## src/rtl/pwm2_pkg.sv

```systemverilog
package pwm2_pkg;
  typedef enum logic [1:0] {
    MODE_OFF  = 2'b00,
    MODE_LOW  = 2'b01,
    MODE_RUN  = 2'b10,
    MODE_OFF2 = 2'b11
  } pwm_mode_e;
endpackage

```

## src/rtl/pwm2_trim.sv

```systemverilog
module pwm2_trim #(
  parameter int PERIOD  = 256,
  parameter int CNT_W   = 8,
  parameter int CUR_W   = 10,
  parameter int GAIN_SH = 2
) (
  input  logic [CNT_W-1:0] cmd_i,
  input  logic [CUR_W-1:0] own_i,
  input  logic [CUR_W-1:0] other_i,
  output logic [CNT_W-1:0] duty_o
);
  localparam int SUM_W = ((CNT_W > CUR_W) ? CNT_W : CUR_W) + 3;
  localparam logic signed [SUM_W-1:0] TOP = SUM_W'(PERIOD - 1);

  logic        [CUR_W:0]   pair_sum;
  logic        [CUR_W-1:0] avg;
  logic signed [CUR_W+1:0] dev;
  logic signed [CUR_W+1:0] corr;
  logic signed [SUM_W-1:0] corr_x;
  logic signed [SUM_W-1:0] raw;

  always_comb begin
    pair_sum = {1'b0, own_i} + {1'b0, other_i};
    avg      = CUR_W'(pair_sum >> 1);
    dev      = $signed({2'b00, own_i}) - $signed({2'b00, avg});
    corr     = dev >>> GAIN_SH;   // arithmetic: floors negatives
    corr_x   = SUM_W'(corr);
    raw      = $signed({{(SUM_W-CNT_W){1'b0}}, cmd_i}) - corr_x;
    if (raw < 0)        duty_o = '0;
    else if (raw > TOP) duty_o = CNT_W'(PERIOD - 1);
    else                duty_o = CNT_W'(raw);
  end
endmodule

```

## src/rtl/pwm2_chan.sv

```systemverilog
module pwm2_chan #(
  parameter int PERIOD = 256,
  parameter int CNT_W  = 8,
  parameter int OFFSET = 0
) (
  input  logic             clk_i,
  input  logic             rst_ni,
  input  logic [CNT_W-1:0] base_cnt_i,
  input  logic [CNT_W-1:0] duty_i,
  input  logic             run_i,
  output logic             pwm_o,
  output logic             smp_o
);
  localparam int               THIRD = PERIOD / 3;
  localparam logic [CNT_W-1:0] LAST  = CNT_W'(PERIOD - 1);

  logic [CNT_W:0]   shifted;
  logic [CNT_W-1:0] local_cnt;
  logic [CNT_W-1:0] duty_q;
  logic [CNT_W:0]   spot;
  logic [CNT_W-1:0] smp_at;

  always_comb begin
    shifted   = {1'b0, base_cnt_i} + (CNT_W+1)'(OFFSET);
    local_cnt = (shifted >= (CNT_W+1)'(PERIOD)) ? CNT_W'(shifted - (CNT_W+1)'(PERIOD))
                                                : CNT_W'(shifted);
    spot      = {1'b0, duty_q} + (CNT_W+1)'(THIRD);
    smp_at    = (spot > (CNT_W+1)'(PERIOD - 1)) ? LAST : CNT_W'(spot);
  end

  // load on the last clock so the new width owns the whole next period
  always_ff @(posedge clk_i or negedge rst_ni) begin
    if (!rst_ni)                duty_q <= '0;
    else if (local_cnt == LAST) duty_q <= duty_i;
  end

  assign pwm_o = run_i && (local_cnt < duty_q);
  assign smp_o = run_i && (local_cnt == smp_at);

  assert_duty_range_R5: assert property (@(posedge clk_i) disable iff (!rst_ni)
    duty_q <= LAST);
  assert_duty_hold_R6: assert property (@(posedge clk_i) disable iff (!rst_ni)
    (local_cnt != '0) |-> $stable(duty_q));
  assert_smp_pulse_R7: assert property (@(posedge clk_i) disable iff (!rst_ni)
    smp_o |=> !smp_o);
endmodule

```

## src/rtl/pwm2_interleave.sv

```systemverilog
module pwm2_interleave #(
  parameter int PERIOD  = 256,
  parameter int CUR_W   = 10,
  parameter int GAIN_SH = 2,
  localparam int CNT_W  = $clog2(PERIOD)
) (
  input  logic             clk_i,
  input  logic             rst_ni,
  input  logic [1:0]       mode_i,
  input  logic [CNT_W-1:0] duty_cmd_i,
  input  logic [CUR_W-1:0] cur_a_i,
  input  logic [CUR_W-1:0] cur_b_i,
  output logic [1:0]       pwm_o,
  output logic [1:0]       pwm_oe_o,
  output logic [1:0]       smp_o
);
  import pwm2_pkg::*;

  localparam int               HALF = PERIOD / 2;
  localparam logic [CNT_W-1:0] LAST = CNT_W'(PERIOD - 1);

  logic [CNT_W-1:0] cnt_q;
  logic [CUR_W-1:0] cur [2];
  logic [CNT_W-1:0] duty_new [2];
  logic             run;
  logic             drive;

  assign cur[0] = cur_a_i;
  assign cur[1] = cur_b_i;
  assign run    = (mode_i == MODE_RUN);
  assign drive  = (mode_i == MODE_RUN) || (mode_i == MODE_LOW);
  assign pwm_oe_o = {2{drive}};

  always_ff @(posedge clk_i or negedge rst_ni) begin
    if (!rst_ni)             cnt_q <= '0;
    else if (cnt_q == LAST)  cnt_q <= '0;
    else                     cnt_q <= cnt_q + 1'b1;
  end

  for (genvar k = 0; k < 2; k++) begin : g_ph
    pwm2_trim #(.PERIOD(PERIOD), .CNT_W(CNT_W), .CUR_W(CUR_W), .GAIN_SH(GAIN_SH)) u_trim (
      .cmd_i   (duty_cmd_i),
      .own_i   (cur[k]),
      .other_i (cur[1-k]),
      .duty_o  (duty_new[k])
    );
    pwm2_chan #(.PERIOD(PERIOD), .CNT_W(CNT_W),
                .OFFSET((k == 0) ? 0 : PERIOD - HALF)) u_chan (
      .clk_i      (clk_i),
      .rst_ni     (rst_ni),
      .base_cnt_i (cnt_q),
      .duty_i     (duty_new[k]),
      .run_i      (run),
      .pwm_o      (pwm_o[k]),
      .smp_o      (smp_o[k])
    );
  end

  assert_cnt_wrap_R2: assert property (@(posedge clk_i) disable iff (!rst_ni)
    (cnt_q == LAST) |=> (cnt_q == '0));
  assert_b_rise_R3: assert property (@(posedge clk_i) disable iff (!rst_ni)
    (run && $past(run) && $rose(pwm_o[1])) |-> (cnt_q == CNT_W'(HALF)));
  assert_quiet_off_R8: assert property (@(posedge clk_i) disable iff (!rst_ni)
    (pwm_oe_o == 2'b00) |-> (pwm_o == 2'b00 && smp_o == 2'b00));
  assert_force_low_R9: assert property (@(posedge clk_i) disable iff (!rst_ni)
    (mode_i == MODE_LOW) |-> (pwm_o == 2'b00 && smp_o == 2'b00 && pwm_oe_o == 2'b11));
endmodule

```

## config.mk

```make
export PLATFORM = sky130hd
export DESIGN_NAME = pwm2_interleave
export DESIGN_NICKNAME = d
export VERILOG_FILES = /design/src/rtl/pwm2_pkg.sv /design/src/rtl/pwm2_trim.sv /design/src/rtl/pwm2_chan.sv /design/src/rtl/pwm2_interleave.sv
export SDC_FILE = /design/constraint.sdc
export NUM_CORES = 1
export LEC_CHECK = 0
export ABC_CLOCK_PERIOD_IN_PS = 2420
export BUFFER_PORTS_ARGS = -buffer_cell sky130_fd_sc_hd__buf_2
export CAP_MARGIN = 20
export CORE_ASPECT_RATIO = 0.5
export CORE_MARGIN = 4
export CORE_UTILIZATION = 56
export DETAILED_ROUTE_END_ITERATION = 10
export GPL_TIMING_DRIVEN = 0
export PLACE_DENSITY = 0.79
export SETUP_SLACK_MARGIN = 0.1
export SLEW_MARGIN = 20
export SYNTH_ARGS = -nofsm -noshare
export SYNTH_HDL_FRONTEND = slang
export SYNTH_SLANG_ARGS = --single-unit
```

## constraint.sdc

```tcl
create_clock -name clk_i -period 2.42 [get_ports clk_i]
set_input_delay 0.242 -clock clk_i [delete_from_list [all_inputs] [get_ports clk_i]]
set_output_delay 0.242 -clock clk_i [all_outputs]
set_load 0.005 [all_outputs]
```

**Word level (Yosys, flattened, before mapping)**

Index checks and enable logic that the tools add are counted.

- Latch bits: 0
- Register bits: 24
- Bits in read-only memories: 0
- Input port bits: 32
- Memories kept: 0
- Bits in writable memories: 0

- Reduce and logical (&&, ||, !) cells: 5
- Add/subtract/negate cells: 11
- Bitwise operators: 0
- $lt $le $gt $ge: 10
- Muxes and demuxes: 9
- Multiply operators: 0
- Shift operators: 0
- Eq/ne operators: 7
- Div/mod/pow operators: 0

Operators by type and width:

| operator | number |
|---|---|
| $mux W8 | 9 |
| $eq A8 B8 Y1 const B | 3 |
| $sub A10 B10 Y11 | 2 |
| $gt A10 B9 Y1 const B | 2 |
| $lt A10 B1 Y1 const B | 2 |
| $sub A9 B9 Y10 | 2 |
| $add A8 B7 Y9 const B | 2 |
| $gt A9 B8 Y1 const B | 2 |
| $eq A8 B8 Y1 | 2 |
| $lt A8 B8 Y1 | 2 |
| $sub A8 B1 Y8 const B | 2 |
| $add A10 B10 Y11 | 1 |
| $add A8 B8 Y9 const B | 1 |
| $ge A8 B9 Y1 const B | 1 |
| $ge A9 B9 Y1 const B | 1 |
| $add A8 B1 Y8 const B | 1 |
| $logic_and A1 B1 Y1 | 4 |
| $eq A2 B1 Y1 const B | 1 |
| $eq A2 B2 Y1 const B | 1 |
| $logic_or A1 B1 Y1 | 1 |

**Longest topological paths before layout**

Gate-level depths: netlist of run 1.

- Depth after elaboration: 6
- Mapped depth: 22

**Hierarchy**

Synthesis of run 1 repeated with hierarchy kept, for this count alone.

- Cells, all modules: 550
- Area total of the unflattened synthesis: 4644.5 sq um

Modules (own cells, without submodules):

| module | seq. area each (sq um) | cells an instance | times used | area each (sq um) |
|---|---|---|---|---|
| pwm2_trim | 0.0 | 146 | 2 | 1164.9 |
| pwm2_chan at g_ph[1].u_chan | 200.2 | 107 | 1 | 972.2 |
| pwm2_chan at g_ph[0].u_chan | 200.2 | 116 | 1 | 958.4 |
| pwm2_interleave | 200.2 | 35 | 1 | 384.1 |

**Least setup slack after synthesis of run 1**

No wires, ideal clock.

- Kind: input to register
- From: input cur_a_i[1]
- To: register g_ph[0].u_chan.duty_q[1]
- Cell stages on the path: 20
- Setup slack: -2.147 ns
- Buffers on the path: 0
- Library setup time: 0.087 ns
- Arrival time: 4.480 ns
- Data required time: 2.333 ns
- Cell sequence: inv_1 > fa_1 > nor2b_1 > o221ai_1 > a21oi_1 > o21a_1 > nor2_1 > xor2_1 > ha_1 > a21oi_1 > nand2_4 > maj3_1 > xnor2_1 > ha_1 > o221ai_1 > or4_1 > a211o_1 > o211ai_1 > nor3_4 > a22oi_1

- Word-level cells in the longest chain between the ends: 6

Ends and longest elaborated chain:

| item | line | RTL |
|---|---|---|
| start: declaration | pwm2_interleave.sv:11 | `input logic [CUR_W-1:0] cur_a_i,` |
| $add A10 B10 Y11 | pwm2_trim.sv:23 | `pair_sum = {1'b0, own_i} + {1'b0, other_i};` |
| $sub A10 B10 Y11 * | pwm2_trim.sv:25 | `dev = $signed({2'b00, own_i}) - $signed({2'b00, avg});` |
| $sub A9 B9 Y10 * | pwm2_trim.sv:28 | `raw = $signed({{(SUM_W-CNT_W){1'b0}}, cmd_i}) - corr_x;` |
| $gt A10 B9 Y1 | pwm2_trim.sv:30 | `else if (raw > TOP) duty_o = CNT_W'(PERIOD - 1);` |
| $mux W8 | pwm2_trim.sv:30 |  |
| $mux W8 * | pwm2_trim.sv:29 | `if (raw < 0) duty_o = '0;` |
| end signal: assignment | pwm2_chan.sv:34 | `else if (local_cnt == LAST) duty_q <= duty_i;` |
| end: declaration | pwm2_chan.sv:19 | `logic [CNT_W-1:0] duty_q;` |

Every way passes the cells marked *; elsewhere a longest branch is shown, timed or not.
A chain may end at the register's enable or synchronous reset.

**Final worst setup path of run 1**

- From: input cur_b_i[0]
- To: register g_ph[0].u_chan.duty_q[7]

- Word-level cells in the longest chain between the ends: 6

Ends and longest elaborated chain:

| item | line | RTL |
|---|---|---|
| start: declaration | pwm2_interleave.sv:12 | `input logic [CUR_W-1:0] cur_b_i,` |
| $add A10 B10 Y11 * | pwm2_trim.sv:23 |  |
| $sub A10 B10 Y11 * | pwm2_trim.sv:25 |  |
| $sub A9 B9 Y10 * | pwm2_trim.sv:28 |  |
| $gt A10 B9 Y1 | pwm2_trim.sv:30 |  |
| $mux W8 | pwm2_trim.sv:30 |  |
| $mux W8 * | pwm2_trim.sv:29 |  |

Marks and branches as above.

==> results.txt, run 1 <==
The flow ran to the end, but the final reports show violations. The checks that failed: negative setup slack. Along the worst path, the maximum fanout reaches 8. The number of antenna diodes is 0. The count of antenna-violating nets left after detailed routing is 0. Leaving out filler cells and counting taps, the final layout contains 677. After synthesis, the most frequently instantiated cells are 57 x sky130_fd_sc_hd__ha_1, 47 x sky130_fd_sc_hd__nor2_1, 38 x sky130_fd_sc_hd__nand2_1. In this run the critical register-to-register path is launched from cnt_q[3]. The final setup slack of the worst path is -2.15 ns, and the floorplan die height is 67.4 um. The number of different library cells used by synthesis comes to 75. The number of antenna violations at the first check in global routing came out at 0. For this design the static power due to leakage is 2.39 nW.

Data arrives at the worst endpoint at 4.75 ns. The run gives -2.35 ns as the worst-case setup slack after placement. For the required arrival time at the worst endpoint, the log shows 2.60 ns.

TritonCTS built the clock tree. Routability-driven placement finished with a final weighted congestion of 0.852. Worst flop-to-flop path endpoint: g_ph[1].u_chan.duty_q[1].

Maximum number of pins on one net before global-route repair: 25. After synthesis, the share of flip-flops with an asynchronous set or reset is 100%. Yosys instantiated no cell more often than sky130_fd_sc_hd__ha_1. In the final design database the tool counted 678 nets.

The number of remaining DRC errors was 0. The tools report the number of global-route vias before repair as 3,871. For hold timing, the worst endpoint is g_ph[1].u_chan.duty_q[0].

Counting tap cells, the placed design contains a total of 620 instances. The worst register-to-register path has a depth of 6. Sequential cells were found to cover 15.2% of the synthesized design area. During synthesis, Yosys emitted a total of 0 warnings.

Based on the critical path, the design can be clocked at up to 0.219 GHz. The max-cap violation count came out at 0. The number of flops mapped to enable cells by yosys was 0.

The signed area change from the synthesized netlist to the final layout was 38.5%; the post-synthesis instance area was 0.00395 sq mm. For the worst-skew pair, the clock arrives at the later sink with an insertion delay of 0.26 ns. The root buffer cell was sky130_fd_sc_hd__clkbuf_16. The worst hold path passes through 4 cells.

Maximum level of the CTS H-tree: 1. Startpoint type of the worst setup path: an input port. The post-route standard cell area excluding fillers came out at 0.00547 sq mm. Global routing consumed, on the met2 layer, 47.2% of the routing resources. Wires add up to 12,200 um. The total routing resource utilization after global routing is 25.4%. The share of layout cells above drive strength 1 came out at 38.6%.

After global routing, the most crowded layer is met2. The number of clock buffers added by TritonCTS is 3. IR analysis of the VDD net gives a maximum drop of 379 uV. The initial utilization of the core area, before any placement, comes to 58.5%. The longest clock path from root to sink contains 2 buffers. From left edge to right edge, the die measures 127 um. Detailed routing inserted a total of 4,168 vias.

In the final routed layout, each cell accounts on average for 18.1 um. The fraction of synthesized cell area taken by the top area cell type was 18.0%. Path category of the worst min-delay check: input port to flop. Summed over all instances, the cell type with the most area after synthesis is sky130_fd_sc_hd__ha_1. The register bit count reported by yosys was 24; the cell area power density was 779 mW/mm^2. The overall die area was 0.00855 sq mm.

The detailed router finished its first iteration with 272 violations. Dividing the final minimum period by the clock period gives 189%. Cells fill 81.0% of the core in the end.

The worst pin sits at a relative slew slack of 63.2%. The type of element capturing the critical path was a flop. The logs give 0 for the number of max-slew violations in the final report and 0.00675 sq mm for the core area.

The fraction of met1 tracks used by global routing is 32.9%, and the number of standard-cell rows in the floorplan is 21. The final-layout worst hold slack came out at 0.425 ns. Using the TritonRoute via totals, the vias-per-cell ratio works out to 6.16. After clock tree synthesis, the clock-pin slew on the worst setup and hold paths is 0.07 ns. Yosys attributes the largest share of cell area to sky130_fd_sc_hd__ha_1 18%, sky130_fd_sc_hd__dfrtp_1 15%, sky130_fd_sc_hd__xnor2_1 7.5%, sky130_fd_sc_hd__nor2_1 4.5%, sky130_fd_sc_hd__a21oi_1 3.8%.

The final critical path time including I/O delays and setup is 4.57 ns, and the transition time of the tightest slew-check pin is 0.549 ns. The boundary pin count is 38. After legalization and detailed placement, the total HPWL measured 7560 um. For this run the aggregate overflow at the end of global routing stands at 0. The main flop type after synthesis was sky130_fd_sc_hd__dfrtp_1.

For this run, the detailed router's first-pass iteration total came to 5. The startpoint of the tightest hold check path is duty_cmd_i[0]. Synthesis produced a netlist whose cell count is 491. Setup repair after global routing could not meet its margin everywhere. The flop-to-flop setup slack was -0.06 ns. CTS saw 24 sinks. By startpoint and endpoint, the worst setup path is classified as input port to flop.

Once placement finished, the instance area stood at 0.00440 sq mm. The first-pass GRT wire length came out at 18,000 um. The number of nets in the synthesized netlist is 583. The number of hold violations in the final report was 0; the average instance area after synthesis was 8.05 sq um. Input and output buffers added on the ports amount to 37. The clock tree skew after final layout is 0.00496 ns. The count of final setup violators was 20.

For met3 alone, demand over resource in global routing was 1.90%.
==> metrics by stage <==
stage	power, mW	TNS (ns)
floorplan	2.29	-26.18
global placement	2.67	-35.02
detailed placement	2.74	-36.35
CTS	3.55	-27.61
global route	4.52	-36.64
finish	4.26	-33.50
==> layout by cell type, fill, tap and decap left out, types with 4 or more instances in the layout <==
master                     count
sky130_fd_sc_hd__ha_1         44
sky130_fd_sc_hd__nand4_1       5
sky130_fd_sc_hd__nor2_1       40
sky130_fd_sc_hd__buf_4        56
sky130_fd_sc_hd__buf_2        30
sky130_fd_sc_hd__dfrtp_1      18
sky130_fd_sc_hd__xnor2_2       5
sky130_fd_sc_hd__buf_6         8
sky130_fd_sc_hd__xnor2_1      29
sky130_fd_sc_hd__xor2_2        5
sky130_fd_sc_hd__inv_1        26
sky130_fd_sc_hd__a21o_1       11
sky130_fd_sc_hd__nand2b_1      8
sky130_fd_sc_hd__a21oi_1      17
sky130_fd_sc_hd__o21ai_2       6
sky130_fd_sc_hd__o21ai_1       8
sky130_fd_sc_hd__clkbuf_1      6
sky130_fd_sc_hd__nor2_2        5
sky130_fd_sc_hd__ha_4         10
sky130_fd_sc_hd__or3_1         4
sky130_fd_sc_hd__nand3_1       7
sky130_fd_sc_hd__nand2_1      34
sky130_fd_sc_hd__a21oi_4       5
sky130_fd_sc_hd__nor3_1        9
sky130_fd_sc_hd__xor2_1       12
sky130_fd_sc_hd__nor2b_1      13
sky130_fd_sc_hd__a221oi_2      5
sky130_fd_sc_hd__a22oi_2       8
sky130_fd_sc_hd__inv_2         6
sky130_fd_sc_hd__dfrtp_2       6
sky130_fd_sc_hd__o21a_1       10
sky130_fd_sc_hd__a21oi_2       9
sky130_fd_sc_hd__o21ai_0      11
==> per-layer routing <==
layer,vias to the layer above,wire length [um],share of wire (%)
li1,1969,-,-
met1,1953,5040,41
met2,192,5980,49
met3,54,716,5.9
met4,0,491,4.0
met5,-,0,0
==> area by class of cell <==
class | count | area (sq um)
Buffer | 16 | 104
Tap cell | 92 | 115
Multi-Input combinational cell | 418 | 3770
Inverter | 32 | 120
Sequential cell | 24 | 608
Fill cell | 386 | 1280
Timing Repair Buffer | 91 | 664
Clock buffer | 4 | 88.8
==> worst max-delay path, stage by stage <==
cell and delay (ns):
sky130_fd_sc_hd__buf_8 0.08, sky130_fd_sc_hd__nand2_4 0.04, sky130_fd_sc_hd__fa_2 0.43, sky130_fd_sc_hd__nor2b_4 0.17, sky130_fd_sc_hd__o21ai_1 0.07, sky130_fd_sc_hd__nand2_1 0.11, sky130_fd_sc_hd__nand2_4 0.07, sky130_fd_sc_hd__ha_4 0.24
sky130_fd_sc_hd__a21oi_2 0.14, sky130_fd_sc_hd__o21ai_2 0.09, sky130_fd_sc_hd__maj3_2 0.37, sky130_fd_sc_hd__o21a_1 0.22, sky130_fd_sc_hd__a21oi_2 0.15, sky130_fd_sc_hd__xor2_1 0.29, sky130_fd_sc_hd__ha_1 0.33, sky130_fd_sc_hd__o21a_1 0.22
sky130_fd_sc_hd__o31a_1 0.15, sky130_fd_sc_hd__or4_4 0.52, sky130_fd_sc_hd__a211o_1 0.30, sky130_fd_sc_hd__o211ai_1 0.14, sky130_fd_sc_hd__nor3_4 0.09, sky130_fd_sc_hd__buf_12 0.15, sky130_fd_sc_hd__a22oi_2 0.14
==> worst max-delay path by stage <==
| stage | from | to | slack [ns] | cells after the start |
|---|---|---|---|---|
| after detailed placement | cur_a_i[1] | g_ph[0].u_chan.duty_q[1] | -2.35 | 20 |
| after floorplan | cur_a_i[1] | g_ph[0].u_chan.duty_q[7] | -1.81 | 19 |
| final | cur_b_i[0] | g_ph[0].u_chan.duty_q[7] | -2.15 | 23 |
| after CTS | cur_b_i[0] | g_ph[0].u_chan.duty_q[2] | -1.81 | 22 |
| after global placement | cur_a_i[1] | g_ph[0].u_chan.duty_q[0] | -2.28 | 20 |
| after global routing | cur_b_i[0] | g_ph[0].u_chan.duty_q[6] | -2.28 | 23 |
==> sequential cells by signal, summed over array words and instances, names as in the netlist <==
| signal | count |
|---|---|
| cnt_q | 8 |
| g_ph.u_chan.duty_q | 16 |
==> report_power, final <==
part	switching, mW	internal (mW)
combinational	1.78	1.57
sequential	0.0686	0.447
clock	0.151	0.253
==> what timing repair did <==
| action | CTS | global route |
|---|---|---|
| hold endpoints to repair | 24 | 0 |
| resized for setup | 70 | 54 |
| setup endpoints to repair | 20 | 20 |
| hold buffers | 1 | 0 |
| pin swaps | 51 | 52 |
| setup buffers | 36 | 17 |
==> cell families after synthesis <==
logic type      count (synthesis)  share of synthesized area (%)
xor+xnor                       51                           11.5
buf+inv                        49                           5.32
compound gates                136                           25.7
simple gates                  169                           22.2
fa+ha+maj                      62                           20.1
flops                          24                           15.2
Power figures use the tool's default switching activity.
==> inputs of run 2 (changes only) <==
--- a/config.mk
+++ b/config.mk
@@ -5,7 +5,7 @@
 export SDC_FILE = /design/constraint.sdc
 export NUM_CORES = 1
 export LEC_CHECK = 0
-export ABC_CLOCK_PERIOD_IN_PS = 2420
+export ABC_AREA = 1
 export BUFFER_PORTS_ARGS = -buffer_cell sky130_fd_sc_hd__buf_2
 export CAP_MARGIN = 20
 export CORE_ASPECT_RATIO = 0.5
==> run 2 against run 1 <==
Effect of this change:
- the run still ends with negative setup slack left
- largest power group unchanged
- sequential power down 22%
- fmax increased by 26%
- via count up 3.8%
- critical path depth grew 5
- clock skew shrank 0.0020 ns
- critical path type unchanged
- register-to-register slack better by 0.40 ns
==> results.txt, run 2 <==
The tools report the final setup slack of the worst path as -1.20 ns (+0.955 ns). The final sum of negative setup slack was -19.17 ns (+14.34 ns); the count of buffers inserted at the top-level ports was 37 (unchanged). The first-pass GRT wire length was 16,700 um (-7.4%); the power dissipated by switching net loads was 1.49 mW (-26%). The biggest cell delay along the critical path came out at 0.42 ns (-0.10 ns). The HPWL after detailed placement was 7530 um (-0.40%); the maximum level of the CTS H-tree was 1 (unchanged). For the number of library cell types mapped by synthesis, the log shows 44 (-41%). By startpoint and endpoint, the worst setup path is classified as input port to flop. The max-cap violation count was 0 (unchanged). The overall power after layout was 3.15 mW (-26%); the flip-flop count of the largest register, all copies and words added was 16 (unchanged).

The required arrival time at the worst endpoint is 2.56 ns (-0.04 ns), and the sequential group share of total power is 12.7% (+0.6 points). For the clock tree skew after final layout, the log shows 0.00298 ns (-0.00198 ns). Among all flip-flop cells after synthesis, the most frequent one is sky130_fd_sc_hd__dfrtp_1. The sequential element share of the synthesized area was 14.5% (-0.70 points). Worst-case setup slack after placement: -1.56 ns (+0.791 ns).

The clock network fraction of design power was 12.1% (+2.6 points); the maximum clock insertion buffer count was 2 (unchanged). The number of buffer and inverter instances along the worst setup path works out to 7 (+5). The ratio of final minimum period to clock period is 149% (-39 points). The floorplan die height works out to 68.8 um (+2.1%). Number of antenna diodes: 0 (unchanged).

Post-synthesis instance area: 0.00414 sq mm (+4.8%). The clock transition time at the flip-flop clock pins of the worst setup and hold paths works out to 0.06 ns (about the same). The tightest min-delay check is of the flop to flop type. The total number of yosys warnings is 0 (unchanged). STA classifies the critical path startpoint as an input port. The core area came out at 0.00694 sq mm (+2.7%). The number of flops mapped to enable cells by yosys works out to 0 (unchanged). Among all cell types in the netlist, the one instantiated most often is sky130_fd_sc_hd__nand2_1. The commonest non-fill, non-tap cell in the layout was sky130_fd_sc_hd__nand2_1. The tools report the arrival time of data at the critical path endpoint as 3.76 ns (-0.99 ns). Setup repair after global routing could not meet its margin everywhere. The per-cell via count in the routed design works out to 5.42 (-12%). The async set or reset register ratio after synthesis was 100% (unchanged). The number of hold violations in the final report is 0 (unchanged). The internal power is 1.67 mW (-27%).

The number of cells traversed by the worst hold path came out at 2 (-2). TritonCTS built the clock tree. The number of CTS-inserted buffers is 3 (unchanged), and the number of standard-cell rows in the floorplan is 21 (unchanged). The final critical path time including I/O delays and setup is 3.62 ns (-0.955 ns), and the number of clock sinks seen by CTS is 24 (unchanged).

By count the netlist is led by 201 x sky130_fd_sc_hd__nand2_1, 80 x sky130_fd_sc_hd__inv_1, 57 x sky130_fd_sc_hd__ha_1. The register bit count reported by yosys is 24 (unchanged). The number of global-route vias before repair is 3,811 (-1.5%), and the timing-limited maximum frequency is 0.276 GHz (+26%). The share of layout cells above drive strength 1 was 32.9% (-5.8 points).

The weighted congestion reported at the end of routability-driven placement came out at 0.889 (+4.4%). For the boundary pin count, the log shows 38 (unchanged). The run gives 757 (+22%) as the total placed cells including tap cells. The largest total area in the synthesized netlist belongs to sky130_fd_sc_hd__nand2_1. The number of gates on the worst path with buffers counted is 28 (+22%), and the horizontal die dimension is 130 um (+2.2%). Peak fanout along the critical path: 8 (unchanged). The logs give 11,100 um (-9.2%) for the wire length reported by the detailed router and 0.25 ns (about the same) for the later-pin clock latency in the skew report.

The number of nets in the synthesized netlist was 720 (+23%). The number of remaining DRC errors was 0 (unchanged); the total routing resource utilization after global routing was 22.5% (-2.9 points). In the post-synthesis netlist, the biggest area contributors are sky130_fd_sc_hd__nand2_1 18%, sky130_fd_sc_hd__ha_1 17%, sky130_fd_sc_hd__dfrtp_1 14%, sky130_fd_sc_hd__inv_1 7.2%, sky130_fd_sc_hd__xor2_1 6.3%. In the final layout, the registers with the most flip-flops are g_ph.u_chan.duty_q x16, cnt_q x8. The total grt overflow was 0 (unchanged). Cell area power density: 586 mW/mm^2 (-25%).

Register containing the most flip-flops in the final layout: g_ph.u_chan.duty_q. The average instance area after synthesis is 6.60 sq um (-18%). Overall die area: 0.00892 sq mm (+4.4%). The leakage dissipation was 2.92 nW (+22%); the starting utilization of the core area was 59.7% (+1.2 points). Leaving out fill and tap cells, the most frequent cells in the layout are 167 x sky130_fd_sc_hd__nand2_1, 70 x sky130_fd_sc_hd__inv_1, 45 x sky130_fd_sc_hd__ha_1.

The utilization after layout was 77.5% (-3.6 points). The maximum number of pins on one net before global-route repair was 25 (unchanged). The tools report the combinational group share of total power as 75.1% (-3.3 points). The worst setup path is captured at a flop.

The count of fill cells added during filler insertion came out at 487 (+26%). The run finished, with violations left. The checks that failed: negative setup slack.

The area growth from synthesis to layout is 29.7%. The fraction of power spent switching nets was 47.2% (+0.34 points). The logs give 325 uV (-14%) for the maximum VDD drop and 4,327 (+3.8%) for the number of vias after detailed routing. The transition time of the tightest slew-check pin was 0.511 ns (-0.0375 ns); the fraction of synthesized cell area taken by the top area cell type was 18.2% (+0.16 points). Post-detailed-route wirelength per cell: 13.9 um (-23%).

Broken down by cell family, the worst path's largest delay share belongs to adder cells. The post-synthesis instance total came out at 628 (+28%). Clock tree synthesis selected as its root buffer the cell sky130_fd_sc_hd__clkbuf_16. Count of final setup violators: 19 (-5.0%). The slowest stage of the critical path belongs to the cell sky130_fd_sc_hd__fa_2. For the number of max-slew violations in the final report, the log shows 0 (unchanged). The run gives 0 (unchanged) as the count of antenna-violating nets left after detailed routing. The post-layout net count was 799 (+18%); the non-filler instance count after layout was 798 (+18%). The path depth of the worst reg2reg path was 13 (+7).

For the number of antenna violations at the first check in global routing, the log shows 0 (unchanged). The logs give 7 (+2) for the length of the first detailed-routing pass in iterations and 235 (-14%) for the first-iteration detailed-routing DRC count. The worst max-slew margin expressed relative to the limit is 65.9% (+2.7 points).

The dominant cell type by count on the critical path is sky130_fd_sc_hd__nand2_2.
[run 2: cell count changes in the layout (fill, tap and decap cells not counted), sizes merged, moves of 13 or more]
| cell | previous run | this run |
|---|---|---|
| nor2 | 47 | 34 |
| inv | 32 | 87 |
| xnor2 | 34 | 9 |
| nand2 | 39 | 224 |
| xor2 | 17 | 30 |
| nor2b | 15 | 0 |
| buf | 98 | 82 |
| nand3 | 7 | 48 |
[run 2: what timing repair did]
item | CTS | global route
hold buffers | 1 | 0
gates cloned | 1 | 0
setup endpoints to repair | 20 | 21
pin swaps | 38 | 62
resized for setup | 33 | 81
buffers inserted | 17 | 18
hold endpoints to repair | 24 | 0
[run 2: tightest hold or removal path, delay by kind of cell, from the launching register on]
family	cells	cell delay, ns
and+or+nand+nor	2	0.10
DFF	1	0.34
[run 2: per-stage QoR]
stage	hold slack, ns	instance area [sq um]
global route	0.497	5370
CTS	0.478	4930
finish	0.478	5370
global placement	0.239	4570
detailed placement	0.239	4570
floorplan	-0.0536	4270
[run 2: power groups by stage]
stage	sequential (mW)	combinational [mW]	clock [mW]
after floorplan	0.409	1.56	0
after global placement	0.409	1.86	0
after detailed placement	0.409	1.90	0
after CTS	0.401	2.01	0.387
after global routing	0.401	2.62	0.402
final	0.401	2.37	0.382
[run 2: final timing paths]
check	from	end	slack (ns)
worst max-delay path	cur_a_i[1]	g_ph[0].u_chan.duty_q[5]	-1.20
worst max register to register	cnt_q[1]	g_ph[0].u_chan.duty_q[5]	0.34
max in group asynchronous	rst_ni	cnt_q[1]	1.55
min in group asynchronous	rst_ni	g_ph[1].u_chan.duty_q[0]	0.50
worst min register to register	g_ph[1].u_chan.duty_q[6]	g_ph[1].u_chan.duty_q[6]	0.48
worst min-delay path	g_ph[1].u_chan.duty_q[6]	g_ph[1].u_chan.duty_q[6]	0.48
[run 2: kinds of logic after synthesis]
group / after synthesis / share of synthesized area, %
AO/OA/AOI/OAI: 68 / 9.73
XOR/XNOR: 39 / 8.25
adder cells (fa/ha/maj): 60 / 18.7
buffers and inverters: 100 / 10.0
flip-flops: 24 / 14.5
AND/OR/NAND/NOR: 337 / 38.9
[run 2: area by class of cell]
cell class                      count  area, sq um  area share (%)
Buffer                             10         82.6            1.54
Clock buffer                        4         88.8            1.65
Inverter                           90          359            6.68
Multi-Input combinational cell    504         3580            66.6
Sequential cell                    24          607            11.3
Tap cell                           92          115            2.14
Timing Repair Buffer               74          542            10.1
[run 2: layer usage]
layer,wire [um],GRT usage [%],vias to the layer above
li1,-,-,2190
met1,5050,30.6,1989
met2,5460,40.0,132
met3,475,1.00,16
met4,123,5.83,0
met5,0,0,-
